`src/rtl/div_bank_pkg.sv`:
```
package div_bank_pkg;
  localparam int NUM_OUT  = 11;
  localparam int CODE_W   = 4;
  localparam int CNT_W    = 6;
  localparam int REG_W    = 32;
  localparam int ADDR_W   = 2;
  localparam int KICK_BIT = 31;
  localparam int DIV_RST  = 2;

  localparam logic [ADDR_W-1:0] ADDR_A   = 2'd0;
  localparam logic [ADDR_W-1:0] ADDR_B   = 2'd1;
  localparam logic [ADDR_W-1:0] ADDR_ST  = 2'd2;
  localparam logic [ADDR_W-1:0] ADDR_RUN = 2'd3;

  // field offset per output; output 3 shares output 2's field
  localparam int unsigned FLD_LSB [NUM_OUT] = '{20, 16, 8, 8, 4, 0, 24, 20, 16, 12, 4};
  localparam logic [NUM_OUT-1:0] IN_B  = 11'b111_1100_0000;
  localparam logic [NUM_OUT-1:0] NO_36 = 11'b000_0100_0010;

  function automatic logic [REG_W-1:0] field_mask(input logic sel_b);
    logic [REG_W-1:0] m;
    m = '0;
    for (int i = 0; i < NUM_OUT; i++)
      if (IN_B[i] == sel_b) m[FLD_LSB[i] +: CODE_W] = '1;
    return m;
  endfunction

  localparam logic [REG_W-1:0] MASK_A = field_mask(1'b0);
  localparam logic [REG_W-1:0] MASK_B = field_mask(1'b1);
endpackage

```
`src/rtl/div_lut.sv`:
```
module div_lut
  import div_bank_pkg::*;
#(
  parameter bit BLOCK_36 = 1'b0
) (
  input  logic [CODE_W-1:0] code_i,
  output logic [CNT_W-1:0]  div_o,
  output logic              ok_o
);
  always_comb begin
    unique case (code_i)
      4'd0:    div_o = CNT_W'(2);
      4'd1:    div_o = CNT_W'(3);
      4'd2:    div_o = CNT_W'(4);
      4'd3:    div_o = CNT_W'(6);
      4'd4:    div_o = CNT_W'(8);
      4'd5:    div_o = CNT_W'(12);
      4'd6:    div_o = CNT_W'(16);
      4'd7:    div_o = CNT_W'(18);
      4'd8:    div_o = CNT_W'(24);
      4'd10:   div_o = CNT_W'(36);
      4'd11:   div_o = CNT_W'(48);
      default: div_o = '0;
    endcase
    ok_o = (div_o != '0) && !(BLOCK_36 && code_i == 4'd10);
  end
endmodule

```
`src/rtl/div_counter.sv`:
```
module div_counter
  import div_bank_pkg::*;
#(
  parameter bit BLOCK_36 = 1'b0,
  parameter bit RUN_RST  = 1'b0
) (
  input  logic              clk_i,
  input  logic              rst_ni,
  input  logic              tick_i,
  input  logic              apply_i,
  input  logic [CODE_W-1:0] new_code_i,
  input  logic              new_run_i,
  output logic              idle_o,
  output logic              reject_o,
  output logic              pulse_o
);
  logic [CNT_W-1:0] div_q, cnt_q, new_div, eff_div;
  logic             run_q, new_ok, pulse_q;

  div_lut #(.BLOCK_36(BLOCK_36)) u_lut (
    .code_i (new_code_i),
    .div_o  (new_div),
    .ok_o   (new_ok)
  );

  assign eff_div  = (apply_i && new_ok) ? new_div : div_q;
  assign idle_o   = (cnt_q == '0);
  assign reject_o = apply_i && !new_ok;
  assign pulse_o  = pulse_q;

  always_ff @(posedge clk_i or negedge rst_ni) begin
    if (!rst_ni) begin
      div_q   <= CNT_W'(DIV_RST);
      cnt_q   <= '0;
      run_q   <= RUN_RST;
      pulse_q <= 1'b0;
    end else begin
      pulse_q <= tick_i && run_q && (cnt_q == '0);
      if (apply_i) begin
        run_q <= new_run_i;
        div_q <= eff_div;
        // all counters reload together so they stay phase aligned
        cnt_q <= new_run_i ? eff_div - 1'b1 : '0;
      end else if (tick_i) begin
        if (!run_q)             cnt_q <= '0;
        else if (cnt_q == '0)   cnt_q <= div_q - 1'b1;
        else                    cnt_q <= cnt_q - 1'b1;
      end
    end
  end

  a_r2_cnt_in_range: assert property (@(posedge clk_i) disable iff (!rst_ni)
    cnt_q < div_q);
  a_r2_pulse_needs_run: assert property (@(posedge clk_i) disable iff (!rst_ni)
    pulse_q |-> $past(run_q));
  a_r8_hold_without_tick: assert property (@(posedge clk_i) disable iff (!rst_ni)
    !tick_i |=> $stable(cnt_q) && !pulse_q);
  a_r4_apply_at_zero: assert property (@(posedge clk_i) disable iff (!rst_ni)
    apply_i |-> (cnt_q == '0) && tick_i);
  a_r5_reject_keeps_div: assert property (@(posedge clk_i) disable iff (!rst_ni)
    reject_o |=> $stable(div_q));
endmodule

```
`src/rtl/div_regs.sv`:
```
module div_regs
  import div_bank_pkg::*;
#(
  parameter logic [NUM_OUT-1:0] RUN_RST = '0
) (
  input  logic                           clk_i,
  input  logic                           rst_ni,
  input  logic                           we_i,
  input  logic [ADDR_W-1:0]              addr_i,
  input  logic [REG_W-1:0]               wdata_i,
  output logic [REG_W-1:0]               rdata_o,
  input  logic                           apply_i,
  input  logic [NUM_OUT-1:0]             reject_i,
  output logic [NUM_OUT-1:0][CODE_W-1:0] codes_o,
  output logic [NUM_OUT-1:0]             run_o,
  output logic                           pend_o
);
  logic [REG_W-1:0]   sh_a, sh_b;
  logic [NUM_OUT-1:0] sh_run, err_q, err_clr;
  logic               pend_q, kick_wr;

  assign kick_wr = we_i && (addr_i == ADDR_B) && wdata_i[KICK_BIT];
  assign err_clr = (we_i && addr_i == ADDR_ST) ? wdata_i[NUM_OUT-1:0] : '0;

  always_ff @(posedge clk_i or negedge rst_ni) begin
    if (!rst_ni) begin
      sh_a   <= '0;
      sh_b   <= '0;
      sh_run <= RUN_RST;
      err_q  <= '0;
      pend_q <= 1'b0;
    end else begin
      if (we_i) begin
        unique case (addr_i)
          ADDR_A:   sh_a   <= wdata_i & MASK_A;
          ADDR_B:   sh_b   <= wdata_i & MASK_B;
          ADDR_RUN: sh_run <= wdata_i[NUM_OUT-1:0];
          default:  ;
        endcase
      end
      err_q <= (err_q & ~err_clr) | reject_i;
      if (kick_wr)      pend_q <= 1'b1;
      else if (apply_i) pend_q <= 1'b0;
    end
  end

  for (genvar k = 0; k < NUM_OUT; k++) begin : g_fld
    if (IN_B[k]) begin : g_b
      assign codes_o[k] = sh_b[FLD_LSB[k] +: CODE_W];
    end else begin : g_a
      assign codes_o[k] = sh_a[FLD_LSB[k] +: CODE_W];
    end
  end

  assign run_o  = sh_run;
  assign pend_o = pend_q;

  always_comb begin
    rdata_o = '0;
    unique case (addr_i)
      ADDR_A:   rdata_o = sh_a;
      ADDR_B:   begin rdata_o = sh_b; rdata_o[KICK_BIT] = pend_q; end
      ADDR_ST:  rdata_o[NUM_OUT-1:0] = err_q;
      ADDR_RUN: rdata_o[NUM_OUT-1:0] = sh_run;
      default:  ;
    endcase
  end

  a_r4_kick_sets_pend: assert property (@(posedge clk_i) disable iff (!rst_ni)
    kick_wr |=> pend_q);
  a_r5_err_sticky: assert property (@(posedge clk_i) disable iff (!rst_ni)
    !(we_i && addr_i == ADDR_ST) |=> ((err_q & $past(err_q)) == $past(err_q)));
  a_r3_shadow_quiet: assert property (@(posedge clk_i) disable iff (!rst_ni)
    !we_i |=> $stable(sh_a) && $stable(sh_b) && $stable(sh_run));
endmodule

```
`src/rtl/div_bank.sv`:
```
module div_bank
  import div_bank_pkg::*;
#(
  parameter logic [NUM_OUT-1:0] RUN_RST = 11'h00F
) (
  input  logic               clk_i,
  input  logic               rst_ni,
  input  logic               tick_i,
  input  logic               we_i,
  input  logic [ADDR_W-1:0]  addr_i,
  input  logic [REG_W-1:0]   wdata_i,
  output logic [REG_W-1:0]   rdata_o,
  output logic [NUM_OUT-1:0] pulse_o
);
  logic [NUM_OUT-1:0][CODE_W-1:0] codes;
  logic [NUM_OUT-1:0]             run_sh, idle, reject;
  logic                           pend, apply;

  assign apply = pend && tick_i && (&idle);

  div_regs #(.RUN_RST(RUN_RST)) u_regs (
    .clk_i    (clk_i),
    .rst_ni   (rst_ni),
    .we_i     (we_i),
    .addr_i   (addr_i),
    .wdata_i  (wdata_i),
    .rdata_o  (rdata_o),
    .apply_i  (apply),
    .reject_i (reject),
    .codes_o  (codes),
    .run_o    (run_sh),
    .pend_o   (pend)
  );

  for (genvar k = 0; k < NUM_OUT; k++) begin : g_div
    div_counter #(.BLOCK_36(NO_36[k]), .RUN_RST(RUN_RST[k])) u_cnt (
      .clk_i      (clk_i),
      .rst_ni     (rst_ni),
      .tick_i     (tick_i),
      .apply_i    (apply),
      .new_code_i (codes[k]),
      .new_run_i  (run_sh[k]),
      .idle_o     (idle[k]),
      .reject_o   (reject[k]),
      .pulse_o    (pulse_o[k])
    );
  end

  a_r4_pend_clears_at_zero: assert property (@(posedge clk_i) disable iff (!rst_ni)
    $fell(pend) |-> $past(tick_i && (&idle)));
  a_r8_no_kick_without_tick: assert property (@(posedge clk_i) disable iff (!rst_ni)
    (pend && !tick_i) |=> pend);
endmodule

```
`config.mk`:
```
export PLATFORM = sky130hd
export DESIGN_NAME = div_bank
export DESIGN_NICKNAME = d
export VERILOG_FILES = /design/src/rtl/div_bank_pkg.sv /design/src/rtl/div_lut.sv /design/src/rtl/div_counter.sv /design/src/rtl/div_regs.sv /design/src/rtl/div_bank.sv
export SDC_FILE = /design/constraint.sdc
export NUM_CORES = 1
export LEC_CHECK = 0
export BUFFER_PORTS_ARGS = -buffer_cell sky130_fd_sc_hd__buf_2
export CORE_ASPECT_RATIO = 0.75
export CORE_MARGIN = 2
export CORE_UTILIZATION = 50
export CTS_CLUSTER_SIZE = 12
export DETAILED_ROUTE_END_ITERATION = 6
export GPL_TIMING_DRIVEN = 1
export PLACE_DENSITY = 0.67
export SLEW_MARGIN = 20
export SYNTH_ARGS = -nofsm -noshare
export SYNTH_HDL_FRONTEND = slang
export SYNTH_SLANG_ARGS = --single-unit
```
`constraint.sdc`:
```
create_clock -name clk_i -period 8.2 [get_ports clk_i]
set_input_delay 1.23 -clock clk_i [delete_from_list [all_inputs] [get_ports clk_i]]
set_output_delay 1.23 -clock clk_i [all_outputs]
set_load 0.005 [all_outputs]
```
# Word-level counts from Yosys, hierarchy flattened
# Memories as Yosys holds them, arrays and structs flattened.
# Index checks and enable logic that the tools add are counted.
totals:
  ff_bits: 217
  latchBits: 0
  ramBits: 0
  romBits: 1056
  inputBits: 38
  output_inout_bits: 43
  elab_cells: 265
  memories: 11
op_classes:
  addsub: 33
  mul: 0
  div: 0
  order_cmp: 0
  eq_ne: 5
  shifts: 0
  muxes: 71
  n_bitwise: 3
  reduce_logical: 93
mem_list:
  columns: ["name", "depth", "word_bits", "read_ports", "rd_ports_with_merged_regs", "wr", "line_no", "rtl"]
  rows:
  - ["(name not given)", 16, 6, 1, 0, 0, "div_lut.sv:11", "unique case (code_i)"]
  - ["(name not given)", 16, 6, 1, 0, 0, "div_lut.sv:11", null]
  - ["(name not given)", 16, 6, 1, 0, 0, "div_lut.sv:11", null]
  - ["(name not given)", 16, 6, 1, 0, 0, "div_lut.sv:11", null]
  - ["(name not given)", 16, 6, 1, 0, 0, "div_lut.sv:11", null]
  - ["(name not given)", 16, 6, 1, 0, 0, "div_lut.sv:11", null]
  - ["5 more memories", null, null, null, null, null, null, null]
ops:
  columns: ["op", "n"]
  rows:
  - ["two-way mux 6 bit", 66]
  - ["subtractor 6 x 1 -> 6 bit (second input constant)", 33]
  - ["zero test 6 bit", 11]
  - ["nonzero test 6 bit", 11]
  - ["logical AND 1 bit", 51]
  - ["one-hot mux 11 bit (4 select lines)", 1]
  - ["one-hot mux 21 bit (2 select lines)", 1]
  - ["zero test 1 bit", 13]
  - ["bitwise AND 11 bit", 1]
  - ["two-way mux 11 bit", 1]
  - ["NOT 11 bit", 1]
  - ["bitwise OR 11 bit", 1]
  - ["AND reduction 11 bit", 1]
  - ["== test 4 bit (second input constant)", 2]
  - ["AND reduction 2 bit", 3]
  - ["== test 2 bit (second input constant)", 2]
  - ["nonzero test 2 bit", 2]
  - ["== test 2 x 1 -> 1 bit (second input constant)", 1]
  - ["zero test 2 bit", 1]
  - ["two-way mux 1 bit", 2]

# Longest topological paths before layout
# Gate-level depths: netlist of run 1.
depth:
  word_depth: 8
  depth_mapped: 16
  ltp_nobuf: 14

# Modules after synthesis
# Synthesis of run 1 repeated with hierarchy kept, for this count alone.
hier_totals:
  hier_cells: 1464
  area_unflattened_um2: 14528.9
modules_own_cells:
  columns: ["module", "instances", "cells_each", "area_per_inst_um2", "seq_area_each_um2"]
  rows:
  - ["div_counter (g_div[10].u_cnt ...)", 7, 91, 888.4, 351.6]
  - ["div_counter (g_div[0].u_cnt ...)", 4, 91, 889.6, 352.8]
  - ["div_regs", 1, 219, 2921.6, 1581.5]
  - ["div_lut (g_div[5].u_cnt.u_lut ...)", 4, 20, 162.7, 0.0]
  - ["div_lut (g_div[10].u_cnt.u_lut ...)", 3, 23, 160.2, 0.0]
  - ["div_lut (g_div[0].u_cnt.u_lut ...)", 2, 25, 183.9, 0.0]
  - ["div_lut (g_div[1].u_cnt.u_lut ...)", 2, 20, 148.9, 0.0]
  - ["div_bank", 1, 5, 33.8, 0.0]

# Worst setup path after synthesis of run 1
# OpenSTA, ideal clock, no wires.
synth_path:
  path_kind: "input to output"
  start: "input addr_i[1]"
  end: "output rdata_o[3]"
  arrival_time_ps: 2550
  required_ps: 6970
  slack_ps: 4420
  cell_stages: 5
  n_path_buf: 3
  path_cell_list: "clkbuf_1 -> clkbuf_1 -> clkbuf_1 -> mux2i_1 -> o21ai_0"
synth_via:
  elab_chain_len: 2
  word_cells_on_any_way: 5
  classes_between: "eq/ne (3); mux (1); reduce/logical (1)"
synth_lines:
  columns: ["item", "line_no", "rtl"]
  rows:
  - ["start, declared", "div_bank.sv:10", "input logic [ADDR_W-1:0] addr_i,"]
  - ["== test 2 bit (tied with other cells)", "div_regs.sv:60", "unique case (addr_i)"]
  - ["one-hot mux 11 bit (4 select lines) *", "div_regs.sv:60", null]
  - ["end, declared", "div_bank.sv:12", "output logic [REG_W-1:0] rdata_o,"]
# Mark *: on every way between the ends. The rest lies on a longest branch, timed or not.

# Worst setup path after layout of run 1
layout_path:
  start: "register g_div[6].u_cnt.cnt_q[3]"
  end: "register g_div[1].u_cnt.cnt_q[4]"
layout_via:
  elab_chain_len: 8
  word_cells_on_any_way: 9
  classes_between: "add/sub (1); mux (3); reduce/logical (5)"
layout_lines:
  columns: ["item", "line_no", "rtl"]
  rows:
  - ["start, declared", "div_counter.sv:17", "logic [CNT_W-1:0] div_q, cnt_q, new_div, eff_div;"]
  - ["start signal, assigned", "div_counter.sv:43", "cnt_q <= new_run_i ? eff_div - 1'b1 : '0;"]
  - ["start signal, assigned", "div_counter.sv:46", "else if (cnt_q == '0) cnt_q <= div_q - 1'b1;"]
  - ["start signal, assigned", "div_counter.sv:47", "else cnt_q <= cnt_q - 1'b1;"]
  - ["zero test 6 bit *", "div_counter.sv:27", "assign idle_o = (cnt_q == '0);"]
  - ["AND reduction 11 bit *", "div_bank.sv:19", "assign apply = pend && tick_i && (&idle);"]
  - ["logical AND 1 bit *", "div_bank.sv:19", null]
  - ["logical AND 1 bit", "div_counter.sv:26", "assign eff_div = (apply_i && new_ok) ? new_div : div_q;"]
  - ["two-way mux 6 bit", "div_counter.sv:26", null]
  - ["subtractor 6 x 1 -> 6 bit", "div_counter.sv:43", null]
  - ["two-way mux 6 bit", "div_counter.sv:43", null]
  - ["two-way mux 6 bit", "div_counter.sv:39", "if (apply_i) begin"]
  - ["end signal, assigned", "div_counter.sv:43", null]
  - ["end signal, assigned", "div_counter.sv:46", null]
  - ["end signal, assigned", "div_counter.sv:47", null]
  - ["end, declared", "div_counter.sv:17", null]
# Marked as above.
# A chain may end at the register's enable or synchronous reset.

==> flow_summary.yaml, run 1 <==
clocking:
  postCtsSetupBuffers: 0
  cts-htree-levels: 1
  clk_latency_ps: 560
  cts_buffer_depth: 3
  clk_pin_slew_ps: 60
  cts-buffers-inserted: 25
  postCtsHoldBufs: 0
  clock-root-buffer: "clkbuf_16"
  cts_sinks: 217
  cts_resized: 0
  cts_tree: "done"
floorplan:
  die_height_um: 149
  io-pin-count: 81
  rows: 52
  start_util_pct: 51.3
  die-area_um2: 29300
  die_x_um: 197
  coreArea_um2: 27200
global_route:
  grt_pass1_vias: 10800
  grt_pass1_wl_um: 59000
  grt.total_usage_pct: 25.2
  grt_max_degree: 78
  antenna_found_initial: 1
  overflow: 0
sta:
  period_share_pct: 55.9
  maxSlewHeadroom_pct: 31.9
  timing.setup.tns_ps: 0
  setup_ws_ps: 3620
  worst_pin_slew_ps: 1020
  fin_crit_ps: 4580
  fmax_mhz: 218
  hold_viol: 0
  report.final.slew_viol_count: 0
  fin_worst_skew_ps: 30.2
  setup_viol: 0
  rsz0062_at_grt: "no"
synthesis:
  avgSynthCellArea_um2: 9.10
  ys.flop_type: "dfrtp_1"
  ys_ff_latch: 217
  async_flop_share_pct: 100
  ys_types: 80
  synth_area_um2: 13900
  yosysWarnings: 0
  yosysSeqAreaShare_pct: 39.1
  syn_inst: 1532
  synth_edf_count: 0
route:
  wl_met3_um: 1990
  drtAntennaViolNets: 0
  viasPerCell: 6.15
  via_count: 11800
  first_iter_violations: 980
  wl_met2_um: 15800
  drc_errors: 0
  wl_met1_um: 18200
  routedWlPerCell_um: 19.2
  first_pass_iters: 6
  routed_wl_um: 36900
  topRoutingLayerUsed: "met4"
power:
  power_uw: 2900
  leakagePower_uw: 0.00708
  power_density_nw_per_um2: 190
  irDropWorstVdd_mv: 0.165
run:
  drv_cap: 0
layout:
  syn_to_final_growth_pct: 9.25
  fin_nets: 1640
  final_common_cell: "dfrtp_1"
  layout-drive-gt1-share_pct: 15.7
  final_cell_mix: "198 x dfrtp_1, 165 x nand2_1, 121 x o21ai_0"
  stdcell_count: 1921
placement:
  dp_hpwl_um: 25600
  gp_congestion: 0.909
  io_buffers: 74
  place_inst: 1873
  placement.setup.worst_slack_ps: 3680
critical_path:
  worstPathRequired_ps: 8600
  crit_type: "flip-flop to flip-flop"
  arrival_ps: 4980
  worstSetupStartpointType: "flip-flop"
  max_stage_delay_ps: 730
  worstSetupEndpointType: "flip-flop"
  cp_max_fo: 26
  path_cells: "nor4_1, and2_1, and4_1, nand3_2, buf_4, nor4b_1, a21oi_1, ha_1, o211ai_1, xnor2_1, o21ai_0"
  slowest_stage: "and4_1"
outcome:
  status: "finished clean"
min_path:
  hp-class: "flip-flop to flip-flop"
worst max-delay path, delay by kind of cell (launching register included):
kind	cells	cell delay (ps)
and+or+nand+nor	5	2770
buffers and inverters	1	480
DFF	1	450
AOI/OAI and AO/OA	3	330
adders and majority gates	1	250
xor gates and xnor gates	1	150
worst paths after layout:
check	depth (start not counted)	endpoint	startpoint	slack, ps
worst max-delay path	11	g_div[1].u_cnt.cnt_q[4]$_DFFE_PN0P_	g_div[6].u_cnt.cnt_q[3]$_DFFE_PN0P_	3620
worst min-delay path	2	u_regs.err_q[3]$_DFF_PN0_	u_regs.err_q[3]$_DFF_PN0_	480
worst max register to register	11	g_div[1].u_cnt.cnt_q[4]$_DFFE_PN0P_	g_div[6].u_cnt.cnt_q[3]$_DFFE_PN0P_	3620
worst min register to register	2	u_regs.err_q[3]$_DFF_PN0_	u_regs.err_q[3]$_DFF_PN0_	480
max in group asynchronous	2	g_div[4].u_cnt.cnt_q[2]$_DFFE_PN0P_	rst_ni	6250
min in group asynchronous	1	g_div[2].u_cnt.pulse_o$_DFF_PN0_	rst_ni	630
cell usage after synthesis, types with 13 or more instances:
| master | instances | area (um2) |
|---|---|---|
| o21ai_0 | 121 | 606 |
| a22o_1 | 16 | 140 |
| o221ai_1 | 15 | 131 |
| nand3_1 | 45 | 225 |
| o21a_1 | 15 | 113 |
| nor3_1 | 27 | 135 |
| dfstp_2 | 19 | 499 |
| nor2b_1 | 16 | 100 |
| nand2b_1 | 24 | 150 |
| a31oi_1 | 31 | 194 |
| clkbuf_1 | 66 | 248 |
| xor2_1 | 16 | 140 |
| inv_1 | 79 | 297 |
| mux2_2 | 52 | 586 |
| mux2i_1 | 50 | 500 |
| nand2_1 | 165 | 619 |
| ha_1 | 52 | 651 |
| a32oi_1 | 13 | 114 |
| nor2_1 | 87 | 327 |
| a21oi_1 | 74 | 370 |
| and3_1 | 27 | 169 |
| dfrtp_1 | 198 | 4950 |
| xnor2_1 | 33 | 289 |
| a22oi_1 | 21 | 158 |
| buf_4 | 18 | 135 |
| and2_1 | 23 | 144 |
cell type report:
cell class / instances / area [um2]
multi-input combinational: 1136 / 7720
clock inverter: 5 / 60.1
fill: 2408 / 12000
timing repair buffer: 89 / 508
inverter: 81 / 304
clock buffer: 41 / 746
antenna: 1 / 2.50
sequential: 217 / 5450
tap: 351 / 439
metrics by stage:
stage | hold WS (ps) | cell area [um2] | util (%)
after floorplan | 437 | 14000 | -
after global placement | 459 | 14400 | 53.0
after detailed placement | 464 | 14400 | 53.0
after CTS | 475 | 15200 | 55.9
after global routing | 498 | 15200 | 56.0
final | 477 | 15200 | 56.0
cells by family (layout without fill, tap and decap cells):
logic type | Yosys count | after routing | synth area share (%)
xor+xnor | 49 | 49 | 3.08
simple gates | 507 | 507 | 19.2
other cells | 1 | 4 | 0.0269
mux | 106 | 106 | 8.43
buf+inv | 181 | 216 | 5.66
fa+ha+maj | 52 | 52 | 4.66
compound gates | 419 | 419 | 19.8
flops | 217 | 217 | 39.1
sequential cells by signal, summed over array words and instances, names as in the netlist:
signal / flops
g_div.u_cnt.cnt_q: 66
g_div.u_cnt.div_q: 66
g_div.u_cnt.pulse_o: 11
g_div.u_cnt.run_q: 11
u_regs.err_q: 11
u_regs.pend_o: 1
u_regs.run_o: 11
u_regs.sh_a: 20
u_regs.sh_b: 20
per-layer routing:
layer  up-vias  track usage (%)
li1       5594                -
met1      5805             38.6
met2       352             37.2
met3        57             3.42
met4         0             7.29
met5         -                0
power breakdown:
| group | internal [uW] | leakage, uW | switching [uW] | total [uW] |
|---|---|---|---|---|
| Combinational | 231 | 0.00386 | 299 | 530 |
| Sequential | 1130 | 0.00283 | 124 | 1250 |
| Clock | 651 | 0.000390 | 466 | 1120 |
Note: power is estimated with default switching activity, not from simulation.
==> run 2, diff against run 1 <==
- PLACE_DENSITY: 0.67 -> 0.7
- clock period: 8.2 -> 4.2 ns (I/O delays scaled with it)
==> flow_summary.yaml, run 2 (same netlist as run 1, synthesis figures left out) <==
critical_path:
  slowest_stage: "and4_1"
  cp_max_fo: 10
  worst-path-buf-inv: 0
  arrival_ps: 4190
  rrSetupSlack_ps: 410
  max_stage_delay_ps: 630
  crit_type: "flip-flop to flip-flop"
  crit_family: "simple AND/OR/NAND/NOR gates"
  worstPathRequired_ps: 4600
  worstSetupStartpointType: "flip-flop"
  path_cells: "or4_1, nor3_2, and4_1, nand4_2, nor4b_1, a21oi_1, ha_1, nand3_1, xor2_1, o21ai_0"
  reg2reg_from: "g_div[3].u_cnt.cnt_q[4]$_DFFE_PN0P_"
  worstSetupEndpointType: "flip-flop"
  reg2reg_depth: 10
  reg2reg_to: "g_div[10].u_cnt.cnt_q[4]$_DFFE_PN0P_"
power:
  power_density_nw_per_um2: 376
  leakagePower_uw: 0.00718
  irDropWorstVdd_mv: 0.351
layout:
  syn_to_final_growth_pct: 10.3
  layout-drive-gt1-share_pct: 16.6
  stdcell_count: 1933
  final_common_cell: "dfrtp_1"
  fin_nets: 1653
  final_cell_mix: "198 x dfrtp_1, 165 x nand2_1, 121 x o21ai_0"
  reg_top3: "g_div.u_cnt.cnt_q: 66 flops, g_div.u_cnt.div_q: 66 flops"
run:
  drv_cap: 0
route:
  first_iter_violations: 1009
  via_count: 12000
  drc_errors: 0
  viasPerCell: 6.18
  routedWlPerCell_um: 19.3
  first_pass_iters: 5
  drtAntennaViolNets: 0
  routed_wl_um: 37300
floorplan:
  rows: 52
  start_util_pct: 51.3
  coreArea_um2: 27200
  die_height_um: 149
  die_x_um: 197
  io-pin-count: 81
  die-area_um2: 29300
clocking:
  clk_pin_slew_ps: 60
  clock-root-buffer: "clkbuf_16"
  cts_sinks: 217
  cts_resized: 0
  cts-buffers-inserted: 25
  cts-htree-levels: 1
  cts_buffer_depth: 3
  cts_tree: "done"
  postCtsSetupBuffers: 0
  clk_latency_ps: 530
  postCtsHoldBufs: 0
sta:
  rsz0062_at_grt: "no"
  fin_worst_skew_ps: 9.57
  maxSlewHeadroom_pct: 42.0
  fin_crit_ps: 3790
  report.final.slew_viol_count: 0
  worst_pin_slew_ps: 871
  period_share_pct: 90.2
  timing.setup.tns_ps: 0
  hold_viol: 0
  setup_viol: 0
  fmax_mhz: 264
outcome:
  status: "finished clean"
placement:
  dp_hpwl_um: 26400
  gp_congestion: 0.932
  place_inst: 1887
  io_buffers: 74
global_route:
  grt.total_usage_pct: 25.7
  antenna_found_initial: 2
  grt_max_degree: 94
  grt_pass1_wl_um: 60400
  grt_pass1_vias: 11100
  overflow: 0
min_path:
  hp-class: "input pin to async pin"
[run 2: worst max-delay path by stage]
stage | start | endpoint | slack, ps | cells past startpoint
finish | g_div[3].u_cnt.cnt_q[4]$_DFFE_PN0P_ | g_div[10].u_cnt.cnt_q[4]$_DFFE_PN0P_ | 410 | 10
global route | g_div[3].u_cnt.cnt_q[4]$_DFFE_PN0P_ | g_div[10].u_cnt.cnt_q[4]$_DFFE_PN0P_ | 190 | 10
CTS | g_div[3].u_cnt.cnt_q[4]$_DFFE_PN0P_ | g_div[10].u_cnt.cnt_q[4]$_DFFE_PN0P_ | 530 | 10
detailed placement | g_div[3].u_cnt.cnt_q[4]$_DFFE_PN0P_ | g_div[10].u_cnt.cnt_q[2]$_DFFE_PN0P_ | 560 | 9
global placement | g_div[3].u_cnt.cnt_q[4]$_DFFE_PN0P_ | g_div[0].u_cnt.cnt_q[4]$_DFFE_PN0P_ | 670 | 11
floorplan | g_div[10].u_cnt.cnt_q[3]$_DFFE_PN0P_ | g_div[6].u_cnt.cnt_q[4]$_DFFE_PN0P_ | 880 | 15
[run 2: final cells by class]
type | instances | area, um2
sequential | 217 | 5450
multi-input combinational | 1136 | 7720
clock inverter | 8 | 118
antenna | 1 | 2.50
clock buffer | 37 | 741
inverter | 81 | 304
timing repair buffer | 102 | 606
tap | 351 | 439
fill | 2393 | 11800
[run 2: where the power goes]
part           internal [uW]  leakage, uW  switching (uW)
Sequential              2200      0.00283             239
Combinational            455      0.00393             590
Clock                   1400     0.000423             902
[run 2: worst reg2reg max path, cell delays in order (launching register included)]
cell,delay (ps)
dfrtp_1,420
or4_1,550
nor3_2,470
and4_1,630
nand4_2,350
nor4b_1,470
a21oi_1,140
ha_1,260
nand3_1,90
xor2_1,180
o21ai_0,100
[run 2: per-stage QoR]
step / worst slack (ps) / cell area (um2) / total power [uW] / hold slack, ps / utilization [%]
floorplan: 882 / 14000 / 3170 / 334 / -
global placement: 673 / 14500 / 3480 / 451 / 53.4
detailed placement: 565 / 14500 / 3510 / 471 / 53.4
CTS: 528 / 15400 / 5820 / 152 / 56.6
global route: 185 / 15400 / 6070 / 182 / 56.6
finish: 410 / 15400 / 5790 / 112 / 56.6
[run 2: per-layer routing]
| metal | vias to the layer above | global-route usage (%) | share of wire (%) |
|---|---|---|---|
| met1 | 5843 | 37.7 | 47 |
| met4 | 0 | 7.07 | 2.7 |
| met2 | 423 | 39.5 | 44 |
| met5 | - | 0 | 0 |
| met3 | 66 | 3.88 | 6.6 |
| li1 | 5620 | - | - |
==> run 3, diff against run 2 <==
- CELL_PAD_IN_SITES_DETAIL_PLACEMENT: not set -> 1
- CELL_PAD_IN_SITES_GLOBAL_PLACEMENT: not set -> 2
- CORE_UTILIZATION: 50 -> 35
- PLACE_DENSITY: 0.7 -> not set
- PLACE_DENSITY_LB_ADDON: not set -> 0.1
==> flow_summary.yaml, run 3 (same netlist as run 1, synthesis figures left out) <==
outcome:
  status: "finished clean"
critical_path:
  max_stage_delay_ps: 630
  rrSetupSlack_ps: 360
  path_cells: "nor4_1, and2_1, and4_1, and3_2, buf_4, a32oi_1, ha_1, inv_1, nor3_1, xnor2_1, o21ai_0"
  worstSetupStartpointType: "flip-flop"
  crit_type: "flip-flop to flip-flop"
  reg2reg_depth: 11
  worstSetupEndpointType: "flip-flop"
  worstPathRequired_ps: 4640
  reg2reg_to: "g_div[9].u_cnt.cnt_q[4]$_DFFE_PN0P_"
  reg2reg_from: "g_div[6].u_cnt.cnt_q[3]$_DFFE_PN0P_"
  cp_max_fo: 15
  arrival_ps: 4280
  slowest_stage: "nor4_1"
sta:
  setup_viol: 0
  timing.setup.tns_ps: 0
  fmax_mhz: 261
  maxSlewHeadroom_pct: 29.3
  report.final.slew_viol_count: 0
  fin_crit_ps: 3840
  worst_pin_slew_ps: 1060
  rsz0062_at_grt: "no"
  period_share_pct: 91.3
  fin_worst_skew_ps: 26.1
  hold_viol: 0
floorplan:
  die_x_um: 235
  die_height_um: 177
  start_util_pct: 35.4
  io-pin-count: 81
  die-area_um2: 41500
  coreArea_um2: 39400
  rows: 63
route:
  first_iter_violations: 747
  first_pass_iters: 5
  via_count: 11800
  drtAntennaViolNets: 0
  drc_errors: 0
  viasPerCell: 5.60
  routedWlPerCell_um: 21.2
  routed_wl_um: 44700
layout:
  final_util_pct: 39.8
  stdcell_count: 2107
  final_area_um2: 15700
  final_cell_mix: "198 x dfrtp_1, 165 x nand2_1, 121 x o21ai_0"
  reg_top3: "g_div.u_cnt.cnt_q: 66 flops, g_div.u_cnt.div_q: 66 flops"
  syn_to_final_growth_pct: 12.4
  layout-drive-gt1-share_pct: 16.9
  fill_cells: 4560
  fin_nets: 1656
  final_common_cell: "dfrtp_1"
global_route:
  grt_pass1_wl_um: 71200
  grt_pass1_vias: 11900
  grt_max_degree: 84
  overflow: 0
  antenna_found_initial: 1
  grt.total_usage_pct: 22.0
clocking:
  clk_latency_ps: 570
  postCtsSetupBuffers: 0
  clk_pin_slew_ps: 60
  cts_sinks: 217
  cts_buffer_depth: 3
  cts_resized: 0
  clock-root-buffer: "clkbuf_16"
  cts_tree: "done"
  cts-buffers-inserted: 26
  postCtsHoldBufs: 0
  cts-htree-levels: 1
placement:
  gp_congestion: 0.808
  io_buffers: 74
  dp_hpwl_um: 32400
  place_inst: 2058
  dpl_cell_area_um2: 14800
run:
  drv_cap: 0
power:
  power_uw: 6000
  power_density_nw_per_um2: 383
  leakagePower_uw: 0.00722
  irDropWorstVdd_mv: 0.311
min_path:
  hp-class: "input pin to async pin"
-- run 3: cell count changes in the layout (fill, tap and decap cells not counted), sizes merged --
cell / before / now
clkinv: 5 / 7
buf: 102 / 104
clkinvlp: 1 / 0
clkbuf: 37 / 39
-- run 3: final cells by class --
type	count	area, um2	share of cell area, %
diodes	1	2.50	0.0160
clock inverters	9	120	0.766
flip-flops and latches	217	5450	34.8
inverters	81	304	1.94
repair buffers	104	633	4.04
well taps	520	651	4.15
clock buffers	39	791	5.04
multi-input cells	1136	7720	49.3
-- run 3: worst max-delay path by stage --
stage	slack (ps)	end	depth (start not counted)	from
after floorplan	880	g_div[6].u_cnt.cnt_q[4]$_DFFE_PN0P_	15	g_div[10].u_cnt.cnt_q[3]$_DFFE_PN0P_
after global placement	430	g_div[7].u_cnt.cnt_q[4]$_DFFE_PN0P_	10	g_div[3].u_cnt.cnt_q[4]$_DFFE_PN0P_
after detailed placement	420	g_div[7].u_cnt.cnt_q[4]$_DFFE_PN0P_	10	g_div[6].u_cnt.cnt_q[3]$_DFFE_PN0P_
after CTS	380	g_div[7].u_cnt.cnt_q[4]$_DFFE_PN0P_	10	g_div[6].u_cnt.cnt_q[3]$_DFFE_PN0P_
after global routing	100	g_div[8].u_cnt.cnt_q[4]$_DFFE_PN0P_	12	g_div[5].u_cnt.cnt_q[4]$_DFFE_PN0P_
final	360	g_div[9].u_cnt.cnt_q[4]$_DFFE_PN0P_	11	g_div[6].u_cnt.cnt_q[3]$_DFFE_PN0P_
-- run 3: power by group --
part | internal (uW) | switching [uW] | total, uW
combinational | 461 | 639 | 1100
sequential | 2200 | 250 | 2450
clock | 1480 | 970 | 2450
total | 4140 | 1860 | 6000
-- run 3: metal layers --
layer / wire length (um) / up-vias / track usage, %
met3: 1400 / 48 / 2.82
met1: 23300 / 5956 / 34.0
met2: 19200 / 153 / 32.6
li1: - / 5636 / -
met4: 800 / 0 / 4.14
met5: 0 / - / 0
-- run 3: per-stage QoR --
step	hold slack (ps)	worst slack [ps]
2_1_floorplan	334	882
3_3_place_gp	459	426
3_5_place_dp	462	423
4_1_cts	74.6	384
5_1_grt	95.1	104
6_report	62.6	365
-- run 3: worst max-delay path: cells and delay by family, from the launching register on --
family          cells  cell delay (ps)
compound gates      2              330
flops               1              470
simple gates        5             2110
buf+inv             2              390
xor+xnor            1              140
fa+ha+maj           1              280
